<file path="config.mk">
export PLATFORM = sky130hd
export DESIGN_NAME = gs_gap_hold_seq
export DESIGN_NICKNAME = d
export VERILOG_FILES = /design/src/rtl/gs_seq_pkg.sv /design/src/rtl/gs_cfg_snap.sv /design/src/rtl/gs_down_cnt.sv /design/src/rtl/gs_seq_fsm.sv /design/src/rtl/gs_gap_hold_seq.sv
export SDC_FILE = /design/constraint.sdc
export NUM_CORES = 1
export LEC_CHECK = 0
export BUFFER_PORTS_ARGS = -buffer_cell sky130_fd_sc_hd__buf_2
export CAP_MARGIN = 10
export CORE_MARGIN = 2
export CORE_UTILIZATION = 50
export CTS_CLUSTER_DIAMETER = 40
export DETAILED_ROUTE_END_ITERATION = 7
export PLACE_DENSITY = 0.8
export SETUP_SLACK_MARGIN = 0.3
export SYNTH_ARGS = -nofsm -noshare
export SYNTH_HDL_FRONTEND = slang
export SYNTH_SLANG_ARGS = --single-unit
export TNS_END_PERCENT = 50
</file>
<file path="constraint.sdc">
create_clock -name clk -period 1.8 [get_ports clk]
set_input_delay 0.09 -clock clk [delete_from_list [all_inputs] [get_ports clk]]
set_output_delay 0.09 -clock clk [all_outputs]
set_load 0.02 [all_outputs]
</file>
<file path="src/rtl/gs_seq_pkg.sv">
package gs_seq_pkg;

  typedef enum logic [2:0] {
    ST_IDLE,
    ST_FRAME,
    ST_MFILL,
    ST_GAP,
    ST_WAIT,
    ST_HOLD
  } gs_state_e;

  function automatic int unsigned gs_max3(input int unsigned a, input int unsigned b,
                                          input int unsigned c);
    int unsigned m;
    m = (a > b) ? a : b;
    return (m > c) ? m : c;
  endfunction

endpackage

</file>
<file path="src/rtl/gs_cfg_snap.sv">
module gs_cfg_snap #(
  parameter int unsigned GAP_W     = 8,
  parameter int unsigned HOLD_W    = 5,
  parameter int unsigned HOLD_STEP = 4,
  parameter int unsigned CNT_W     = 8
) (
  input  logic              clk,
  input  logic              rst_n,
  input  logic              capture,
  input  logic [GAP_W-1:0]  gap_in,
  input  logic [HOLD_W-1:0] hold_in,
  output logic [CNT_W-1:0]  extra_cnt,
  output logic [CNT_W-1:0]  hold_cyc
);

  logic [GAP_W-1:0]  gap_q;
  logic [HOLD_W-1:0] hold_q;

  always_ff @(posedge clk) begin
    if (!rst_n) begin
      gap_q  <= '1;
      hold_q <= '0;
    end else if (capture) begin
      gap_q  <= gap_in;
      hold_q <= hold_in;
    end
  end

  // stored value is ones-complement of the wanted extra count
  assign extra_cnt = CNT_W'(~gap_q);
  assign hold_cyc  = CNT_W'(hold_q) * CNT_W'(HOLD_STEP);

endmodule

</file>
<file path="src/rtl/gs_down_cnt.sv">
module gs_down_cnt #(
  parameter int unsigned W = 8
) (
  input  logic         clk,
  input  logic         rst_n,
  input  logic         load,
  input  logic [W-1:0] load_val,
  input  logic         dec,
  output logic         cnt_one
);

  logic [W-1:0] cnt;

  always_ff @(posedge clk) begin
    if (!rst_n)    cnt <= '0;
    else if (load) cnt <= load_val;
    else if (dec)  cnt <= cnt - 1'b1;
  end

  assign cnt_one = (cnt == W'(1));

  a_r3_no_underflow: assert property (@(posedge clk) disable iff (!rst_n)
    (dec && !load) |-> (cnt != '0));

endmodule

</file>
<file path="src/rtl/gs_seq_fsm.sv">
module gs_seq_fsm
  import gs_seq_pkg::*;
#(
  parameter int unsigned CNT_W     = 8,
  parameter int unsigned MAND_FILL = 3
) (
  input  logic             clk,
  input  logic             rst_n,
  input  logic             bit_tick,
  input  logic             frm_valid,
  input  logic             frm_last,
  input  logic             frm_done,
  input  logic             cnt_one,
  input  logic [CNT_W-1:0] extra_cnt,
  input  logic [CNT_W-1:0] hold_cyc,
  output logic             frm_ready,
  output logic             fill_req,
  output logic             tx_active,
  output logic             capture,
  output logic             cnt_load,
  output logic [CNT_W-1:0] cnt_val,
  output logic             cnt_dec
);

  gs_state_e st, st_nxt;
  logic      last_q;
  logic      accept;

  assign frm_ready = (st == ST_IDLE) || (st == ST_WAIT);
  assign accept    = frm_valid && frm_ready;
  assign fill_req  = (st == ST_MFILL) || (st == ST_GAP);
  assign tx_active = (st != ST_IDLE);

  always_comb begin
    st_nxt   = st;
    capture  = 1'b0;
    cnt_load = 1'b0;
    cnt_val  = '0;
    cnt_dec  = 1'b0;
    unique case (st)
      ST_IDLE: begin
        if (accept) begin
          capture = 1'b1;
          st_nxt  = ST_FRAME;
        end
      end
      ST_FRAME: begin
        if (frm_done) begin
          st_nxt   = ST_MFILL;
          cnt_load = 1'b1;
          cnt_val  = CNT_W'(MAND_FILL);
        end
      end
      ST_MFILL: begin
        if (bit_tick) begin
          cnt_dec = 1'b1;
          if (cnt_one) begin
            if (last_q) begin
              if (hold_cyc == '0) begin
                st_nxt = ST_IDLE;
              end else begin
                st_nxt   = ST_HOLD;
                cnt_load = 1'b1;
                cnt_val  = hold_cyc;
              end
            end else if (extra_cnt == '0) begin
              st_nxt = ST_WAIT;
            end else begin
              st_nxt   = ST_GAP;
              cnt_load = 1'b1;
              cnt_val  = extra_cnt;
            end
          end
        end
      end
      ST_GAP: begin
        if (bit_tick) begin
          cnt_dec = 1'b1;
          if (cnt_one) st_nxt = ST_WAIT;
        end
      end
      ST_WAIT: begin
        if (accept) st_nxt = ST_FRAME;
      end
      ST_HOLD: begin
        cnt_dec = 1'b1;
        if (cnt_one) st_nxt = ST_IDLE;
      end
      default: st_nxt = ST_IDLE;
    endcase
  end

  always_ff @(posedge clk) begin
    if (!rst_n) begin
      st     <= ST_IDLE;
      last_q <= 1'b0;
    end else begin
      st <= st_nxt;
      if (accept) last_q <= frm_last;
    end
  end

  // a last frame never enters the inter-frame gap
  a_r5_last_no_gap: assert property (@(posedge clk) disable iff (!rst_n)
    (st == ST_MFILL && bit_tick && cnt_one && last_q) |=> (st == ST_HOLD || st == ST_IDLE));

  a_r5_hold_ends: assert property (@(posedge clk) disable iff (!rst_n)
    (st == ST_HOLD && cnt_one) |=> (st == ST_IDLE));

  // a frame offered during the gap is not started
  a_r6_gap_holds_frame: assert property (@(posedge clk) disable iff (!rst_n)
    (st == ST_GAP && frm_valid) |=> (st != ST_FRAME));

  a_r8_done_ignored: assert property (@(posedge clk) disable iff (!rst_n)
    (st == ST_WAIT && frm_done && !frm_valid) |=> (st == ST_WAIT));

endmodule

</file>
<file path="src/rtl/gs_gap_hold_seq.sv">
module gs_gap_hold_seq
  import gs_seq_pkg::*;
#(
  parameter int unsigned GAP_W     = 8,
  parameter int unsigned HOLD_W    = 5,
  parameter int unsigned HOLD_STEP = 4,
  parameter int unsigned MAND_FILL = 3
) (
  input  logic              clk,
  input  logic              rst_n,
  input  logic              bit_tick,
  input  logic              frm_valid,
  input  logic              frm_last,
  output logic              frm_ready,
  input  logic              frm_done,
  input  logic [GAP_W-1:0]  gap_cfg,
  input  logic [HOLD_W-1:0] hold_cfg,
  output logic              fill_req,
  output logic              tx_active
);

  localparam int unsigned HOLD_PW = HOLD_W + $clog2(HOLD_STEP + 1);
  localparam int unsigned MAND_W  = $clog2(MAND_FILL + 1);
  localparam int unsigned CNT_W   = gs_max3(GAP_W, HOLD_PW, MAND_W);

  logic             capture;
  logic             cnt_load;
  logic             cnt_dec;
  logic             cnt_one;
  logic [CNT_W-1:0] cnt_val;
  logic [CNT_W-1:0] extra_cnt;
  logic [CNT_W-1:0] hold_cyc;

  gs_cfg_snap #(
    .GAP_W(GAP_W), .HOLD_W(HOLD_W), .HOLD_STEP(HOLD_STEP), .CNT_W(CNT_W)
  ) u_cfg (
    .clk(clk), .rst_n(rst_n), .capture(capture),
    .gap_in(gap_cfg), .hold_in(hold_cfg),
    .extra_cnt(extra_cnt), .hold_cyc(hold_cyc)
  );

  gs_down_cnt #(.W(CNT_W)) u_cnt (
    .clk(clk), .rst_n(rst_n), .load(cnt_load), .load_val(cnt_val),
    .dec(cnt_dec), .cnt_one(cnt_one)
  );

  gs_seq_fsm #(.CNT_W(CNT_W), .MAND_FILL(MAND_FILL)) u_fsm (
    .clk(clk), .rst_n(rst_n), .bit_tick(bit_tick), .frm_valid(frm_valid),
    .frm_last(frm_last), .frm_done(frm_done), .cnt_one(cnt_one),
    .extra_cnt(extra_cnt), .hold_cyc(hold_cyc), .frm_ready(frm_ready),
    .fill_req(fill_req), .tx_active(tx_active), .capture(capture),
    .cnt_load(cnt_load), .cnt_val(cnt_val), .cnt_dec(cnt_dec)
  );

  // the captured configuration is frozen while a message runs
  a_r7_cfg_frozen: assert property (@(posedge clk) disable iff (!rst_n)
    (tx_active && $past(tx_active)) |-> ($stable(extra_cnt) && $stable(hold_cyc)));

  a_r3_fill_inside_active: assert property (@(posedge clk) disable iff (!rst_n)
    fill_req |-> tx_active);

endmodule

</file>
==> metrics.md <==
| Metric | Value |
|---|---|
| Flop pwr share | `between 30% and 40%` |
| Final Routed Wirelength | `~3700 um` |
| Tcrit/Tclk final | `between 90% and 100%` |
| WS Path Type | `flip-flop to flip-flop` |
| Syn Std Cell Area | `1410 um2` |
| Met3 Use GR | `3.63%` |
| Mapped Avg Cell Area | `roughly 7.8 um2` |
| Largest net degree at the start of global routing | `22` |
| Net Sw Frac | `42.0%` |
| Peak Freq | `about 0.57 GHz` |
| Root buffer cell | `clkbuf_4` |
| Layout Skew | `between 10 and 15 ps` |
| Comb power frac | `56.4%` |
| Initial antenna violation count | `0` |
| Worst-path clk slew | `between 100 and 150 ps` |
| YS warnings | `0` |
| First-pass GRT wire length | `approximately 6500 um` |
| Pre-CTS WS | `-61.9 ps` |
| Cts bufs inserted | `3` |
| Number of port buffers | `21` |
| HP Class | `input pin to flip-flop` |
| Rel. slew slack | `between 70% and 80%` |
| Ys async rst share | `0%` |
| Leak Pwr | `about 0.78 nW` |
| Clock share of power | `slightly below 10%` |
| Synthesized Nets | `between 200 and 250` |
| Post-layout min period | `approximately 1800 ps` |
| Standard-cell row count | `19` |
| Routability Congestion | `about 0.9` |
| Post-DR wirelength/cell | `14.6 um` |
| Main flop type after synthesis | `dfxtp_1` |
| Most Crowded Layer GR | `met2` |
| Die area | `between 3000 and 4000 um2` |
| Clock Sinks | `25` |
| Finished Cell Area | `1850 um2` |
| DR vias/cell | `roughly 5.7` |
| Global Route Usage Sum | `between 20 and 30%` |
| Layout cells sized above 1 | `between 30% and 40%` |
| Crit path arrival time | `a little under 2000 ps` |
| Reg2Reg Depth | `5` |
| Worst skew pair latency | `around 320 ps` |
| Io pins | `22` |
| Worst Setup End Kind | `flip-flop` |
| DP Wirelength | `about 2600 um` |
| Vias in the first global route | `between 1,000 and 1,500` |
| CP max FO | `5` |
| Psw | `between 0.001 and 0.0015 W` |
| #FFs+latches synth | `25` |
| Total congestion overflow | `0` |
| Die X | `57.0 um` |
| Layout Nets | `approximately 250` |
| Status | `finished clean` |
| Vias | `between 1,000 and 1,500` |
| Max Cap Violations | `0` |
| Pins over their slew limit | `0` |
| Post-detailed-route count of antenna-violating nets | `0` |
| WHS Path Cells | `3` |
| Met2 usage | `~46%` |
| Int Pwr | `0.00146 W` |
| Area growth syn-to-layout | `31.5%` |
| Peak supply drop | `about 940 uV` |
| Core box area | `between 2000 and 3000 um2` |
| Detailed Routing Iterations Pass 1 | `4` |
| PnR worst setup slack | `about 43 ps` |
| Final Hold Fails | `0` |
| Met1 Use GR | `30.0%` |
| Register area share after synthesis | `35.6%` |
| Startpoint types | `flip-flop` |
| RSZ-0062 raised after global routing | `yes` |
| ANT cells | `0` |
| Mapped Cells | `180` |
| H-Tree Level Count | `1` |
| Worst slew pin tran | `408 ps` |
| Crit path required time | `~2000 ps` |
| Die Ht | `roughly 57 um` |
| Placed Area | `1640 um2` |
| DRC Markers | `0` |
| CTS tree | `built` |
| Post-synth EDFFs | `0` |
| Longest Clk Path Bufs | `2` |
| Initial Util | `51.9%` |
| Initial DRC Count | `74` |
| PD cells | `roughly 1400 nW/um2` |
| Final setup vio count | `0` |
| Synth unique cells | `45` |
==> critical path: stages (launching register included) <==
cell      delay [ps]
dfxtp_2          350
or4_4            570
nor4_4           210
and4_4           320
o221ai_2          90
and2_1           140
==> cell usage in the layout, fill, tap and decap left out, types with 2 or more instances in the layout <==
master and count:
xor2_1 5, buf_4 20, clkbuf_4 3, a21oi_1 4
nor4_4 2, nand4_1 2, o22ai_1 2, nor3_2 2
o21ai_0 5, dfxtp_2 8, o21a_1 3, o21ai_1 4
buf_2 21, or3_2 3, nor3b_1 2, or3_4 2
o211ai_1 4, nand2b_1 3, dfxtp_1 17, dlygate4sd3_1 8
nor2_1 11, nor3_1 3, a21boi_0 6, nand3_1 11
inv_1 5, nand2_1 38
==> layout make-up <==
type	instances	area (um2)
Inverter	6	22.5
Clock buffer	3	22.5
Clock inverter	1	5.00
Fill cell	216	861
Multi-Input combinational cell	140	915
Timing Repair Buffer	49	335
Sequential cell	25	510
Tap cell	31	38.8
==> final timing paths <==
kind / from / end / slack, ps
max reg2reg: u_cnt.cnt[5]$_SDFFE_PN0P_ / u_cnt.cnt[0]$_SDFFE_PN0P_ / 40
max: u_cnt.cnt[5]$_SDFFE_PN0P_ / u_cnt.cnt[0]$_SDFFE_PN0P_ / 40
min reg2reg: u_cfg.gap_q[1]$_SDFFE_PN1P_ / u_cfg.gap_q[1]$_SDFFE_PN1P_ / 500
min: hold_cfg[2] / u_cfg.hold_q[2]$_SDFFE_PN0P_ / 10
==> kinds of logic after synthesis <==
kind of cell	after synthesis	synth area share (%)
fa+ha+maj	2	1.78
xor+xnor	6	3.74
flops	25	35.6
mux	1	0.712
compound gates	38	18.5
buf+inv	16	5.69
simple gates	92	34.0
==> metal layers <==
metal	part of all wire [%]	wire (um)
met5	0	0
met4	2.0	75
met3	4.6	171
met2	52	1940
met1	41	1540
==> through the flow <==
step | std cells | power [W] | hold WS, ps | utilization (%) | setup TNS [ps]
finish | 255 | 0.00251 | 13.0 | 68.2 | 0
global route | 255 | 0.00270 | 6.30 | 68.2 | -117
CTS | 254 | 0.00243 | 9.03 | 66.9 | 0
detailed placement | 240 | 0.00208 | 303 | 60.6 | -377
global placement | 240 | 0.00203 | 297 | 60.6 | 0
floorplan | 180 | 0.00166 | 214 | - | 0
==> power groups by stage <==
stage	registers (W)	logic, W	clock network [W]
2_1_floorplan	0.000830	0.000835	0
3_3_place_gp	0.000826	0.00120	0
3_5_place_dp	0.000838	0.00124	0
4_1_cts	0.000837	0.00134	0.000254
5_1_grt	0.000865	0.00156	0.000278
6_report	0.000846	0.00142	0.000249
==> flip-flops by register name, summed over array words and instances (netlist names) <==
signal and count:
u_fsm.last_q 1, u_fsm.st 3, u_cfg.gap_q 8, u_cnt.cnt 8, u_cfg.hold_q 5
==> timing repair <==
item	4_1_cts	5_1_grt
hold buffers	8	0
endpoints found under the setup margin	21	25
endpoints found under the hold margin	8	0
cloned	1	0
setup buffers	1	1
gates resized for setup	19	9
pin swaps	3	1
==> synthesized netlist by cell type, types with 2 or more instances <==
master    instances  area, um2
nand2_1          39        146
dfxtp_1          25        500
o21a_1            3       22.5
o22ai_1           2       12.5
a21oi_1           4       20.0
and2_1            2       12.5
nor3_1            5       25.0
inv_1             6       22.5
nand3_1          12       60.1
or3_2             5       37.5
clkbuf_1          7       26.3
o211ai_1          4       30.0
nand4_1           2       12.5
nor3b_1           2       15.0
xor2_1            5       43.8
and3b_1           2       17.5
ha_1              2       25.0
nand2b_1          3       18.8
a21boi_0          6       45.0
o21ai_0           9       45.0
nor2_1           11       41.3
Note: power is estimated with default switching activity, not from simulation.
